--- config.mk ---
export PLATFORM = sky130hd
export DESIGN_NAME = ssel_manager
export DESIGN_NICKNAME = d
export VERILOG_FILES = /design/src/rtl/ssel_pkg.sv /design/src/rtl/ssel_sync.sv /design/src/rtl/ssel_cfg_reg.sv /design/src/rtl/ssel_fault.sv /design/src/rtl/ssel_slave.sv /design/src/rtl/ssel_manager.sv
export SDC_FILE = /design/constraint.sdc
export NUM_CORES = 1
export LEC_CHECK = 0
export ABC_AREA = 1
export BUFFER_PORTS_ARGS = -buffer_cell sky130_fd_sc_hd__clkbuf_2
export CAP_MARGIN = 30
export CORE_AREA = 2 2 39 41
export CTS_BUF_LIST = sky130_fd_sc_hd__clkbuf_8
export CTS_CLUSTER_SIZE = 20
export DETAILED_ROUTE_END_ITERATION = 8
export DIE_AREA = 0 0 41 43
export HOLD_SLACK_MARGIN = 0.15
export PLACE_DENSITY = 0.61
export SETUP_SLACK_MARGIN = 0.05
export SYNTH_ARGS = -nofsm -noshare
export SYNTH_HDL_FRONTEND = slang
export SYNTH_SLANG_ARGS = --single-unit
--- constraint.sdc ---
create_clock -name clk -period 1.1 [get_ports clk]
set_clock_uncertainty 0.05 [all_clocks]
set_input_delay 0.055 -clock clk [delete_from_list [all_inputs] [get_ports clk]]
set_output_delay 0.055 -clock clk [all_outputs]
set_load 0.1 [all_outputs]
--- src/rtl/ssel_pkg.sv ---
package ssel_pkg;
   localparam int CFG_MST  = 0;
   localparam int CFG_EN   = 1;
   localparam int CFG_SSM  = 2;
   localparam int CFG_SSI  = 3;
   localparam int CFG_SSOE = 4;

   typedef struct packed {
      logic ssoe;
      logic ssi;
      logic ssm;
      logic en;
      logic mst;
   } ssel_cfg_t;

   localparam int CFG_W = $bits(ssel_cfg_t);

   // select level that a given configuration produces from a synced pin
   function automatic logic sel_level(input ssel_cfg_t c, input logic pin_s);
      return c.ssm ? c.ssi : pin_s;
   endfunction
endpackage

--- src/rtl/ssel_sync.sv ---
module ssel_sync #(
   parameter int   STAGES    = 2,
   parameter logic RESET_VAL = 1'b1
) (
   input  logic clk,
   input  logic rst_n,
   input  logic d,
   output logic q
);
   initial begin
      if (STAGES < 2) $error("ssel_sync: STAGES must be at least 2");
   end

   logic [STAGES-1:0] chain;

   genvar g;
   generate
      for (g = 0; g < STAGES; g++) begin : g_stage
         if (g == 0) begin : g_first
            always_ff @(posedge clk or negedge rst_n) begin
               if (!rst_n) chain[0] <= RESET_VAL;
               else        chain[0] <= d;
            end
         end else begin : g_next
            always_ff @(posedge clk or negedge rst_n) begin
               if (!rst_n) chain[g] <= RESET_VAL;
               else        chain[g] <= chain[g-1];
            end
         end
      end
   endgenerate

   assign q = chain[STAGES-1];
endmodule

--- src/rtl/ssel_cfg_reg.sv ---
module ssel_cfg_reg
   import ssel_pkg::*;
(
   input  logic             clk,
   input  logic             rst_n,
   input  logic             we,
   input  logic [CFG_W-1:0] wdata,
   input  logic             fault_now,
   input  logic             fault_q,
   input  logic             pin_s,
   output ssel_cfg_t        cfg_q
);
   ssel_cfg_t wr_cfg;
   ssel_cfg_t cfg_d;
   logic      mst_ok;

   always_comb begin
      wr_cfg = ssel_cfg_t'(wdata);
      // master only granted with no pending fault and a high resulting level
      mst_ok = wr_cfg.mst & ~fault_q & sel_level(wr_cfg, pin_s);
      cfg_d  = cfg_q;
      if (we) begin
         cfg_d     = wr_cfg;
         cfg_d.mst = mst_ok;
      end
      if (fault_now) begin
         cfg_d.mst = 1'b0;
         cfg_d.en  = 1'b0;
      end
   end

   always_ff @(posedge clk or negedge rst_n) begin
      if (!rst_n) cfg_q <= '0;
      else        cfg_q <= cfg_d;
   end
endmodule

--- src/rtl/ssel_fault.sv ---
module ssel_fault (
   input  logic clk,
   input  logic rst_n,
   input  logic fault_now,
   input  logic clr,
   output logic fault_q
);
   always_ff @(posedge clk or negedge rst_n) begin
      if (!rst_n)         fault_q <= 1'b0;
      else if (fault_now) fault_q <= 1'b1;
      else if (clr)       fault_q <= 1'b0;
   end
endmodule

--- src/rtl/ssel_slave.sv ---
module ssel_slave (
   input  logic clk,
   input  logic rst_n,
   input  logic en,
   input  logic mst,
   input  logic nss_lvl,
   input  logic busy,
   output logic sel,
   output logic abort_q
);
   logic slave_role;

   assign slave_role = en & ~mst;
   assign sel        = slave_role & ~nss_lvl;

   always_ff @(posedge clk or negedge rst_n) begin
      if (!rst_n) abort_q <= 1'b0;
      else        abort_q <= slave_role & nss_lvl & busy;
   end
endmodule

--- src/rtl/ssel_manager.sv ---
module ssel_manager
   import ssel_pkg::*;
#(
   parameter int SYNC_STAGES = 2
) (
   input  logic             clk,
   input  logic             rst_n,
   input  logic             cfg_we,
   input  logic [CFG_W-1:0] cfg_wdata,
   input  logic             fault_clr,
   input  logic             byte_busy,
   input  logic             nss_pin_i,
   output logic             nss_pin_o,
   output logic             nss_pin_oe,
   output logic             nss_int,
   output logic             slv_sel,
   output logic             byte_abort,
   output logic             mode_fault,
   output logic             ctl_master,
   output logic             ctl_enable
);
   initial begin
      if (CFG_W != 5) $error("ssel_manager: configuration width mismatch");
   end

   ssel_cfg_t cfg_q;
   logic      pin_s;
   logic      fault_now;

   ssel_sync #(.STAGES(SYNC_STAGES), .RESET_VAL(1'b1)) u_sync (
      .clk(clk), .rst_n(rst_n), .d(nss_pin_i), .q(pin_s)
   );

   assign nss_int   = sel_level(cfg_q, pin_s);
   assign fault_now = cfg_q.mst & ~nss_int;

   ssel_cfg_reg u_cfg (
      .clk(clk), .rst_n(rst_n), .we(cfg_we), .wdata(cfg_wdata),
      .fault_now(fault_now), .fault_q(mode_fault), .pin_s(pin_s),
      .cfg_q(cfg_q)
   );

   ssel_fault u_fault (
      .clk(clk), .rst_n(rst_n), .fault_now(fault_now), .clr(fault_clr),
      .fault_q(mode_fault)
   );

   ssel_slave u_slave (
      .clk(clk), .rst_n(rst_n), .en(cfg_q.en), .mst(cfg_q.mst),
      .nss_lvl(nss_int), .busy(byte_busy), .sel(slv_sel), .abort_q(byte_abort)
   );

   assign nss_pin_o  = 1'b0;
   assign nss_pin_oe = cfg_q.mst & cfg_q.en & cfg_q.ssoe;
   assign ctl_master = cfg_q.mst;
   assign ctl_enable = cfg_q.en;
endmodule

After elaboration in Yosys (flattened, before gate mapping)
Index checks and enable logic that the tools add are counted.
{"block": "word_totals", "ff_bits": 9, "output_inout_bits": 8}
{"block": "classes", "muxes": 6, "n_bitwise": 12, "reduce_logical": 2}
{"cell": "$and A1 B1 Y1", "count": 9}
{"cell": "$mux W1", "count": 4}
{"cell": "$mux W2", "count": 2}
{"cell": "$reduce_bool A2 Y1", "count": 2}
{"cell": "$not A1 Y1", "count": 3}

Depth between registers and ports, before layout
Gate-level depths: netlist of the first run.
{"block": "logic_depth", "word_depth": 5, "mapped_depth": 7, "mapped_depth_nobuf": 7}

By module
A second synthesis of the first run with hierarchy kept.
{"block": "hier_totals", "hier_cells": 52, "area_unflattened_um2": 405.4}
{"module": "ssel_cfg_reg", "n_inst": 1, "cells_each": 29, "area_per_inst_um2": 220.2}
{"module": "ssel_sync", "n_inst": 1, "cells_each": 2, "area_per_inst_um2": 52.6}
{"module": "ssel_manager", "n_inst": 1, "cells_each": 10, "area_per_inst_um2": 48.8}
{"module": "ssel_slave", "n_inst": 1, "cells_each": 6, "area_per_inst_um2": 43.8}
{"module": "ssel_fault", "n_inst": 1, "cells_each": 5, "area_per_inst_um2": 40.0}

Worst setup path after synthesis of the first run
OpenSTA, ideal clock, no wires.
{"block": "synth_path", "kind": "register -> output", "start": "reg u_cfg.cfg_q[0] (netlist name)", "end": "out nss_pin_oe", "arrival_ns": 3.226, "t_required_ns": 0.995, "setup_slack_ns": -2.231, "stages_incl_launch_ff": 3, "cell_sequence": "dfrtp_1 inv_1 nor3_1"}
{"block": "synth_between", "elab_chain_len": 2}
{"element": "$and A1 B1 Y1 (2 in series)", "line": "ssel_manager.sv:54", "rtl": "assign nss_pin_oe = cfg_q.mst & cfg_q.en & cfg_q.ssoe;"}
{"element": "end: declaration", "line": "ssel_manager.sv:14", "rtl": "output logic nss_pin_oe,"}
No other way between the ends.

Final worst setup path of the first run
{"block": "layout_path", "start": "reg u_cfg.cfg_q[0] (netlist name)", "end": "out slv_sel"}
{"block": "layout_between", "elab_chain_len": 3}
{"element": "$not A1 Y1", "line": "ssel_slave.sv:13", "rtl": "assign slave_role = en & ~mst;"}
{"element": "$and A1 B1 Y1", "line": "ssel_slave.sv:13"}
{"element": "$and A1 B1 Y1", "line": "ssel_slave.sv:14", "rtl": "assign sel = slave_role & ~nss_lvl;"}
{"element": "end: declaration", "line": "ssel_manager.sv:16", "rtl": "output logic slv_sel,"}
No other way between the ends.

==> flow_summary.json, run 1 <==
{
  "cpPeakStageDelay_ps": 480,
  "cts.sink_count": 9,
  "total_drc_errors_in_the_routed_layout": 0,
  "insertion_delay_ps": 230,
  "floorplan.core_area_sq_mm": 0.001384,
  "critical-path-slowest-cell": "dfrtp_4",
  "synthDistinctLibCells": 13,
  "setup_slack_ps": -140.0,
  "crit_arrival_ps": 1140,
  "floorplan.io_pins": 19,
  "final.setup.tns_ps": -509.5,
  "power.total_uw": 1293,
  "p_clk_share_pct": 28.7,
  "routedWlPerCell_um": 10.70,
  "syn-instance-count": 48,
  "root_buffer": "clkbuf_8",
  "grt_pass1_vias": 428,
  "p_r_area_growth_vs_syn_pct": 119.4,
  "io_buffers": 17,
  "grt_pass1_wl_um": 1669,
  "layout_min_cycle_time_ps": 1240,
  "synth-adder-area-share_pct": 0,
  "finalNonFillerCells": 100,
  "cp.depth": 4,
  "worstSetupStartpointType": "flop",
  "violations": "setup timing",
  "yosys-top-cells-area": "dfrtp_1, nand2_1, dfstp_2, inv_1, o21ai_0",
  "grt_overflow_total": 0,
  "number_of_optimization_iterations_in_the_first_detailed_route_pass": 3,
  "setup_violations": 6,
  "fmaxAchievable_ghz": 0.8064,
  "sequential_cell_fraction_of_total_power_pct": 30.8,
  "power.leakage_uw": 0.0004203,
  "dp_hpwl_um": 700.5,
  "hold_path_class": "primary input to async pin",
  "comb_power_share_pct": 40.5,
  "met1_track_usage_gr_pct": 15.33,
  "drive_above_1_share_pct": 57.14,
  "setup.worst_path.class": "flop to primary output",
  "finalCritPeriodShare_pct": 112.7,
  "power_switching_share_pct": 36.69,
  "chipHeight_um": 43,
  "cts_buffer_count": 3,
  "globalRoute.busiestLayer": "met2",
  "dieWidth_um": 41,
  "synth-xor-area-share_pct": 0,
  "ctsLongestPathBuffers": 2,
  "synth-compound-area-share_pct": 7.302,
  "cp.required_ps": 1000,
  "yosys_warnings": 0,
  "post_synth_mux_area_share_pct": 0,
  "tritoncts": "yes",
  "grt.met2_usage_pct": 23.13,
  "postSynthRegisterBits": 9,
  "switchingPower_uw": 474.3,
  "crit_path_end_kind": "primary output",
  "total_number_of_vias": 431,
  "routed_wirelength_um": 1070,
  "dr.first_iter.drc_count": 3,
  "final_antenna_net_count": 0,
  "pwr_density_cell_mw_per_mm2": 1495,
  "design.final.nets": 96,
  "internal-power_uw": 818.5,
  "syn_nets": 59,
  "synth_top_area_cell": "dfrtp_1",
  "antenna_found_initial": 0,
  "dp.cells": 81,
  "critical-path-top-delay-family": "flip-flops",
  "synth_top_family_by_area": "simple AND/OR/NAND/NOR gates",
  "synth.yosys.seq_area_share_pct": 57.78,
  "post_synth_instance_area_sq_um": 394.1,
  "worst_r2r_path_depth": 7,
  "cts-htree-levels": 1,
  "timing.final.max_slew_violations": 0,
  "initial_core_util_pct": 28.48,
  "rsz0062_at_grt": "true",
  "critPathMaxFanout": 3,
  "number_of_hold_violations_in_the_final_report": 0,
  "gp_congestion": 0.7345,
  "ir_drop_mv": 0.7837,
  "worst-path-buf-inv": 2,
  "core.rowCount": 14,
  "crit_path_cell_trace": "inv_4 > nand2_2 > nor2_4 > buf_12",
  "grt_util_met3_pct": 7.853,
  "post_synth.cell_area_avg_sq_um": 8.211,
  "status": "finished, violations left",
  "area_fraction_of_the_dominant_cell_type_after_synthesis_pct": 44.44,
  "max-cap-violations": 0,
  "via_per_inst": 4.310,
  "grt_start_max_net_pins": 10,
  "clkTransAtPathRegs_ps": 50,
  "die_area_sq_mm": 0.001763,
  "grt.total_usage_pct": 15.23,
  "post_synth_and_or_nand_nor_area_fraction_pct": 23.49,
  "diodes": 0
}
## cell type report
class                           instances  area (sq um)
Clock buffer                            3         41.29
Clock inverter                          1         3.754
Fill cell                             115         519.2
Inverter                                9         36.28
Multi-Input combinational cell         29         181.4
Sequential cell                         9         239.0
Tap cell                               16         20.02
Timing Repair Buffer                   33         342.8
## cells by family after synthesis
group	count (synthesis)
and+or+nand+nor	23
buffers and inverters	10
DFF	9
AOI/OAI and AO/OA	5
other	1
## cells in the final DEF, fill, tap and decap left out, drive strengths merged
cell / netlist / routed
a21oi: 1 / 1
dfrtp: 7 / 7
dlygate4sd3: 0 / 10
clkbuf: 0 / 13
conb: 1 / 1
buf: 1 / 13
dfstp: 2 / 2
nand2: 18 / 18
inv: 9 / 10
nor2: 4 / 4
nor3: 1 / 1
o21ai: 4 / 4
## layer usage
layer,up-vias,part of all wire [%]
met5,-,0
met4,0,2.0
met3,2,4.5
met2,11,53
met1,207,40
li1,211,-
## registers in the layout, summed over array words and instances, names as in the netlist
| name | flops |
|---|---|
| u_sync.q | 1 |
| u_fault.fault_q | 1 |
| u_cfg.cfg_q | 5 |
| u_sync.chain | 1 |
| u_slave.abort_q | 1 |
## metrics by stage
stage / area [sq um] / hold WS (ps) / setup slack (ps) / utilization (%)
finish: 864.6 / 159.9 / -140.0 / 62.48
global route: 864.6 / 191.3 / -176.4 / 62.48
CTS: 835.8 / 170.2 / -145.2 / 60.40
detailed placement: 665.6 / -126.5 / 49.93 / 48.10
global placement: 665.6 / -122.0 / 62.39 / 48.10
floorplan: 455.4 / -290.6 / -505.6 / -
## power groups by stage
stage | clock [uW] | sequential, uW | combinational, uW
floorplan | 0 | 510 | 179
global placement | 0 | 404 | 444
detailed placement | 0 | 406 | 447
CTS | 385 | 399 | 498
global route | 398 | 402 | 550
finish | 371 | 398 | 523
## repair_timing
item | CTS | global route
hold buffers | 10 | 0
gates resized for setup | 2 | 6
endpoints found under the setup margin | 4 | 8
endpoints found under the hold margin | 17 | 0
setup buffers | 3 | 2
pin swaps | 1 | 1
## path summary, 6_finish.rpt
kind	end	start	slack [ps]
worst max-delay path	slv_sel	u_cfg.cfg_q[0]	-140
worst min-delay path	u_cfg.cfg_q[4]	rst_n	160
worst max register to register	u_cfg.cfg_q[1]	u_cfg.cfg_q[2]	-20
worst min register to register	u_sync.q	u_sync.chain[0]	300
max in group asynchronous	u_sync.chain[0]	rst_n	580
min in group clk	u_sync.q	u_sync.chain[0]	300
## Yosys cell counts
cell     number
nand2_2       1
conb_1        1
buf_4         1
a21oi_2       1
o21ai_0       4
inv_1         8
nand2_1      17
dfrtp_1       7
nor2_1        3
inv_2         1
nor2_2        1
nor3_1        1
dfstp_2       2
(Power assumes the default switching activity.)
==> run 2, diff against run 1 <==
ABC_AREA = 0   (was 1)
PLACE_DENSITY = 0.6   (was 0.61)
==> run 2 against run 1 <==
  * Synthesized cell count decreased by 40%
  * Sequential power up 5.5%
  * Global-route usage is 3.5 points lower
  * The flow still finishes with violations (setup timing)
  * Fmax shrank 19%
  * Flip-flop and latch count is the same
  * Non-clock buffer count shrank 1
  * Power grew 7.4%
==> flow_summary.json, run 2 <==
{
  "synth-adder-area-share_pct": 0,
  "ys_async_sr_fraction_pct": 100.0,
  "dieWidth_um": 41,
  "synthTopCellsByCount": "dfrtp_1, mux2_2, dfstp_2, mux2i_1, o21ai_0",
  "drive_above_1_share_pct": 61.90,
  "total_drc_errors_in_the_routed_layout": 0,
  "syn-instance-count": 29,
  "top_register": "u_cfg.cfg_q",
  "status": "finished, violations left",
  "via_per_inst": 4.177,
  "chipHeight_um": 43,
  "cp.required_ps": 1000,
  "ctsLongestPathBuffers": 2,
  "yosys_warnings": 0,
  "grt_pass1_wl_um": 1311,
  "largest_reg_flops": 5,
  "violations": "setup timing",
  "dr.first_iter.drc_count": 5,
  "grt_start_max_net_pins": 10,
  "pwr_density_cell_mw_per_mm2": 1695,
  "post_synth.cell_area_avg_sq_um": 13.20,
  "ir_drop_mv": 1.216,
  "synth_edf_count": 0,
  "synth_top_area_cell": "dfrtp_1",
  "cts-htree-levels": 1,
  "antenna_found_initial": 0,
  "clkTransAtPathRegs_ps": 50,
  "die_area_sq_mm": 0.001763,
  "crit_arrival_ps": 1430,
  "number_of_optimization_iterations_in_the_first_detailed_route_pass": 2,
  "cts_buffer_count": 3,
  "synth_top_family_by_area": "multiplexers",
  "power.total_uw": 1389,
  "p_r_area_growth_vs_syn_pct": 114.1,
  "syn_nets": 40,
  "routedWlPerCell_um": 10.34,
  "post-route-util_pct": 59.22,
  "final_antenna_net_count": 0,
  "synth.yosys.seq_area_share_pct": 59.48,
  "synth-xor-area-share_pct": 0,
  "worstSetupStartpointType": "flop",
  "io_buffers": 17,
  "total_number_of_vias": 330,
  "crit_path_end_kind": "primary output",
  "floorplan.core_area_sq_mm": 0.001384,
  "diodes": 0,
  "synth-compound-area-share_pct": 6.536,
  "initial_core_util_pct": 27.67,
  "gp_congestion": 0.6611,
  "cts.sink_count": 9,
  "fmaxAchievable_ghz": 0.6509,
  "max-cap-violations": 0,
  "yosys-top-cells-area": "dfrtp_1, dfstp_2, mux2_2, mux2i_1, mux2i_2",
  "floorplan.io_pins": 19,
  "design.final.nets": 75,
  "tritoncts": "yes",
  "synthDistinctLibCells": 18,
  "number_of_hold_violations_in_the_final_report": 0,
  "post_synth_mux_area_share_pct": 17.65,
  "post_synth_instance_area_sq_um": 382.9,
  "finalCritPeriodShare_pct": 139.7,
  "insertion_delay_ps": 240,
  "synth_most_common_cell": "dfrtp_1",
  "root_buffer": "clkbuf_8",
  "hold_slack_ps": 153.1,
  "grt.total_usage_pct": 11.70,
  "postSynthRegisterBits": 9,
  "core.rowCount": 14,
  "hold_path_class": "primary input to async pin",
  "post_synth_and_or_nand_nor_area_fraction_pct": 10.13,
  "power.leakage_uw": 0.0003925,
  "setup_violations": 6,
  "setup.worst_path.class": "flop to primary output",
  "setup_slack_ps": -436.3,
  "dp_hpwl_um": 551.9,
  "grt_overflow_total": 0,
  "rsz0062_at_grt": "true",
  "layout_min_cycle_time_ps": 1536,
  "grt_pass1_vias": 324,
  "timing.final.max_slew_violations": 0,
  "routed_wirelength_um": 817,
  "mostFrequentLayoutCells": "dlygate4sd3_1, clkbuf_2, buf_12",
  "synth_top_flop_cell": "dfrtp_1",
  "critPathMaxFanout": 2,
  "area_fraction_of_the_dominant_cell_type_after_synthesis_pct": 45.75
}
-- run 2: changes by cell type after synthesis, moves of 2 or more --
cell	delta
inv_1	-7
mux2_2	+3
mux2i_1	+2
nand2_1	-16
nor2_1	-3
o21ai_0	-2
-- run 2: power by group --
part / internal, uW / switching, uW
sequential: 382 / 38.0
combinational: 254 / 331
clock: 247 / 136
-- run 2: area by class of cell --
class	count	area (sq um)
multi-input combinational	16	156.4
fill	110	564.3
sequential	9	239.0
timing repair buffer	32	336.6
tap	16	20.02
clock buffer	3	41.29
clock inverter	1	5.005
inverter	2	21.27
-- run 2: per-stage QoR --
| step | cell area, sq um | cells | setup TNS [ps] | setup slack, ps |
|---|---|---|---|---|
| 2_1_floorplan | 426.7 | 29 | -967.3 | -734.5 |
| 3_3_place_gp | 639.4 | 62 | -412.2 | -192.3 |
| 3_5_place_dp | 639.4 | 62 | -441.0 | -201.6 |
| 4_1_cts | 805.8 | 78 | -1121 | -444.3 |
| 5_1_grt | 819.5 | 79 | -1337 | -491.1 |
| 6_report | 819.5 | 79 | -1102 | -436.3 |
-- run 2: critical path, stage by stage (launching register included) --
cell      delay (ps)
dfrtp_1          360
mux2i_2          230
bufinv_8         210
nor3b_4          200
buf_12           200
-- run 2: path summary, 6_finish.rpt --
path | start | cells past startpoint | to | slack, ps
max | u_cfg.cfg_q[2] | 4 | slv_sel | -440
min | rst_n | 2 | u_cfg.cfg_q[1] | 150
max reg2reg | u_cfg.cfg_q[2] | 4 | u_slave.abort_q | -160
min reg2reg | u_sync.chain[0] | 0 | u_sync.q | 300
max in group asynchronous | rst_n | 2 | u_sync.q | 590
min in group clk | u_sync.chain[0] | 0 | u_sync.q | 300
-- run 2: repair_timing --
item / CTS / global route
pin swaps: 4 / 1
gates resized for setup: 1 / 3
hold buffers: 11 / 0
endpoints found under the setup margin: 7 / 11
buffers inserted: 1 / 1
endpoints found under the hold margin: 17 / 0
-- run 2: cells by family after synthesis --
kind of cell / count (synthesis)
compound gates: 4
buf+inv: 4
flops: 9
mux: 6
other cells: 1
simple gates: 5
-- run 2: layer usage --
metal | GRT usage (%) | wire length [um] | vias up
met3 | 6.283 | 51 | 2
met2 | 18.13 | 436 | 11
met5 | 0 | 0 | -
met4 | 6.000 | 12 | 0
met1 | 12.08 | 316 | 154
li1 | - | - | 163
==> run 3, diff against run 2 <==
PLACE_DENSITY = 0.61   (was 0.6)
SYNTH_HIERARCHICAL = 1   (was default)
==> run 3 against run 2 <==
  * The run still ends with setup timing left
  * Final cell count up 6.3%
  * Worst setup slack worse by 33 ps
  * Core utilization rose by 3.3 points
  * Hold slack better by 5.3 ps
==> flow_summary.json, run 3 <==
{
  "dr.first_iter.drc_count": 2,
  "grt_pass1_vias": 374,
  "post-route-util_pct": 62.57,
  "postSynthRegisterBits": 9,
  "cts-htree-levels": 1,
  "synth_most_common_cell": "dfrtp_1",
  "number_of_hold_violations_in_the_final_report": 0,
  "post_synth_instance_area_sq_um": 394.1,
  "mostFrequentLayoutCell": "clkbuf_2",
  "hold_path_class": "primary input to async pin",
  "gp_congestion": 0.6892,
  "yosys_warnings": 6,
  "n_fill_cell": 113,
  "grt_overflow_total": 0,
  "final_antenna_net_count": 0,
  "synth.yosys.seq_area_share_pct": 57.78,
  "cp.required_ps": 1000,
  "core.rowCount": 14,
  "max-cap-violations": 0,
  "crit_path_end_kind": "primary output",
  "drive_above_1_share_pct": 58.82,
  "top_register": "u_cfg/cfg_q",
  "insertion_delay_ps": 230,
  "mostFrequentLayoutCells": "clkbuf_2, dlygate4sd3_1, buf_12",
  "io_buffers": 17,
  "critPathMaxFanout": 2,
  "ir_drop_mv": 0.9939,
  "rsz0062_at_grt": "true",
  "finalNonFillerCells": 84,
  "cts_buffer_count": 3,
  "violations": "setup timing",
  "design.final.nets": 80,
  "status": "finished, violations left",
  "via_per_inst": 4.131,
  "tritoncts": "yes",
  "area_fraction_of_the_dominant_cell_type_after_synthesis_pct": 44.44,
  "syn-instance-count": 29,
  "dieWidth_um": 41,
  "p_r_area_growth_vs_syn_pct": 119.7,
  "setup_slack_ps": -469.4,
  "floorplan.core_area_sq_mm": 0.001384,
  "synth_top_flop_cell": "dfrtp_1",
  "placement.cell_area_sq_um": 651.9,
  "routed_wirelength_um": 886,
  "synthTopCellsByCount": "dfrtp_1, mux2_1, dfstp_2, inv_1, nor2_1",
  "die_area_sq_mm": 0.001763,
  "synthDistinctLibCells": 18,
  "dp.cells": 64,
  "pwr_density_cell_mw_per_mm2": 1583,
  "crit_arrival_ps": 1460,
  "timing.final.max_slew_violations": 0,
  "synth_top_area_cell": "dfrtp_1",
  "yosys-top-cells-area": "dfrtp_1, dfstp_2, mux2_1, mux2_4, and4bb_1",
  "ctsLongestPathBuffers": 2,
  "setup.worst_path.class": "flop to primary output",
  "number_of_optimization_iterations_in_the_first_detailed_route_pass": 2,
  "largest_reg_flops": 5,
  "hold_slack_ps": 158.4,
  "root_buffer": "clkbuf_8",
  "total_drc_errors_in_the_routed_layout": 0,
  "synth_edf_count": 0,
  "initial_core_util_pct": 28.48,
  "syn_nets": 40,
  "grt_pass1_wl_um": 1462,
  "power.leakage_uw": 0.0004268,
  "grt_start_max_net_pins": 10,
  "routedWlPerCell_um": 10.55,
  "design_area_sq_um": 865.8,
  "post_synth.cell_area_avg_sq_um": 13.59,
  "fmaxAchievable_ghz": 0.6372,
  "worstSetupStartpointType": "flop",
  "cts.sink_count": 9,
  "antenna_found_initial": 0,
  "diodes": 0,
  "layout_min_cycle_time_ps": 1569,
  "ys_async_sr_fraction_pct": 100.0,
  "finalCritPeriodShare_pct": 142.7,
  "clkTransAtPathRegs_ps": 50,
  "grt.total_usage_pct": 12.41,
  "chipHeight_um": 43,
  "floorplan.io_pins": 19,
  "setup_violations": 8,
  "total_number_of_vias": 347
}
-- run 3: cell count changes in the layout (fill, tap and decap cells not counted), moves of 2 or more --
cell     before  now
buf_4         3    6
mux2_4        0    2
mux2_1        0    3
o21ai_1       2    0
buf_6         1    3
nor2_1        0    2
mux2_2        3    0
-- run 3: final cells by class --
type	count	area [sq um]	area share, %
Sequential cell	9	235.2	27.17
Multi-Input combinational cell	16	165.2	19.08
Clock inverter	1	5.005	0.5780
Clock buffer	3	41.29	4.769
Timing Repair Buffer	37	391.6	45.23
Tap cell	16	20.02	2.312
Inverter	2	7.507	0.8671
-- run 3: critical path, stage by stage (launching register included) --
cell	delay (ps)
dfrtp_1	380
mux2_4	310
buf_6	120
nor3b_4	210
buf_12	200
-- run 3: cells by family (layout without fill, tap and decap cells) --
family | after synthesis | after routing | synth area share (%)
simple gates | 7 | 7 | 12.70
other cells | 1 | 1 | 0.9515
compound gates | 2 | 2 | 4.128
mux | 6 | 6 | 17.78
buf+inv | 4 | 43 | 6.668
flops | 9 | 9 | 57.78
-- run 3: where the power goes --
part	switching [uW]	internal [uW]
sequential	27.4	374
clock	135	247
combinational	323	265
total	485	886
-- run 3: layer usage --
metal,wire length [um],GRT usage [%]
met5,0,0
met4,0,6.000
met3,52,3.141
met2,462,19.69
met1,371,14.77
-- run 3: path summary, 6_finish.rpt --
kind                            startpoint              end  slack, ps  cells past startpoint
max in group asynchronous            rst_n  u_sync/chain[0]        580                      2
max                         u_cfg/cfg_q[2]          slv_sel       -470                      4
min in group clk              cfg_wdata[2]   u_cfg/cfg_q[0]        160                      3
min reg2reg                u_sync/chain[0]         u_sync/q        300                      0
max reg2reg                 u_cfg/cfg_q[2]   u_cfg/cfg_q[0]       -390                      5
min                                  rst_n  u_slave/abort_q        160                      2
-- run 3: metrics by stage --
stage          setup slack, ps  TNS [ps]  power (uW)
3_5_place_dp            -281.9    -698.6       913.3
3_3_place_gp            -251.4    -586.7       910.0
2_1_floorplan           -704.9     -1671       708.0
5_1_grt                 -539.2     -2315        1433
6_report                -469.4     -1988        1371
4_1_cts                 -482.6     -2025        1371
-- run 3: what timing repair did --
item	4_1_cts	5_1_grt
hold buffers	10	0
pin swaps	2	1
endpoints found under the hold margin	17	0
resized for setup	4	3
endpoints found under the setup margin	8	11
setup buffers	5	3
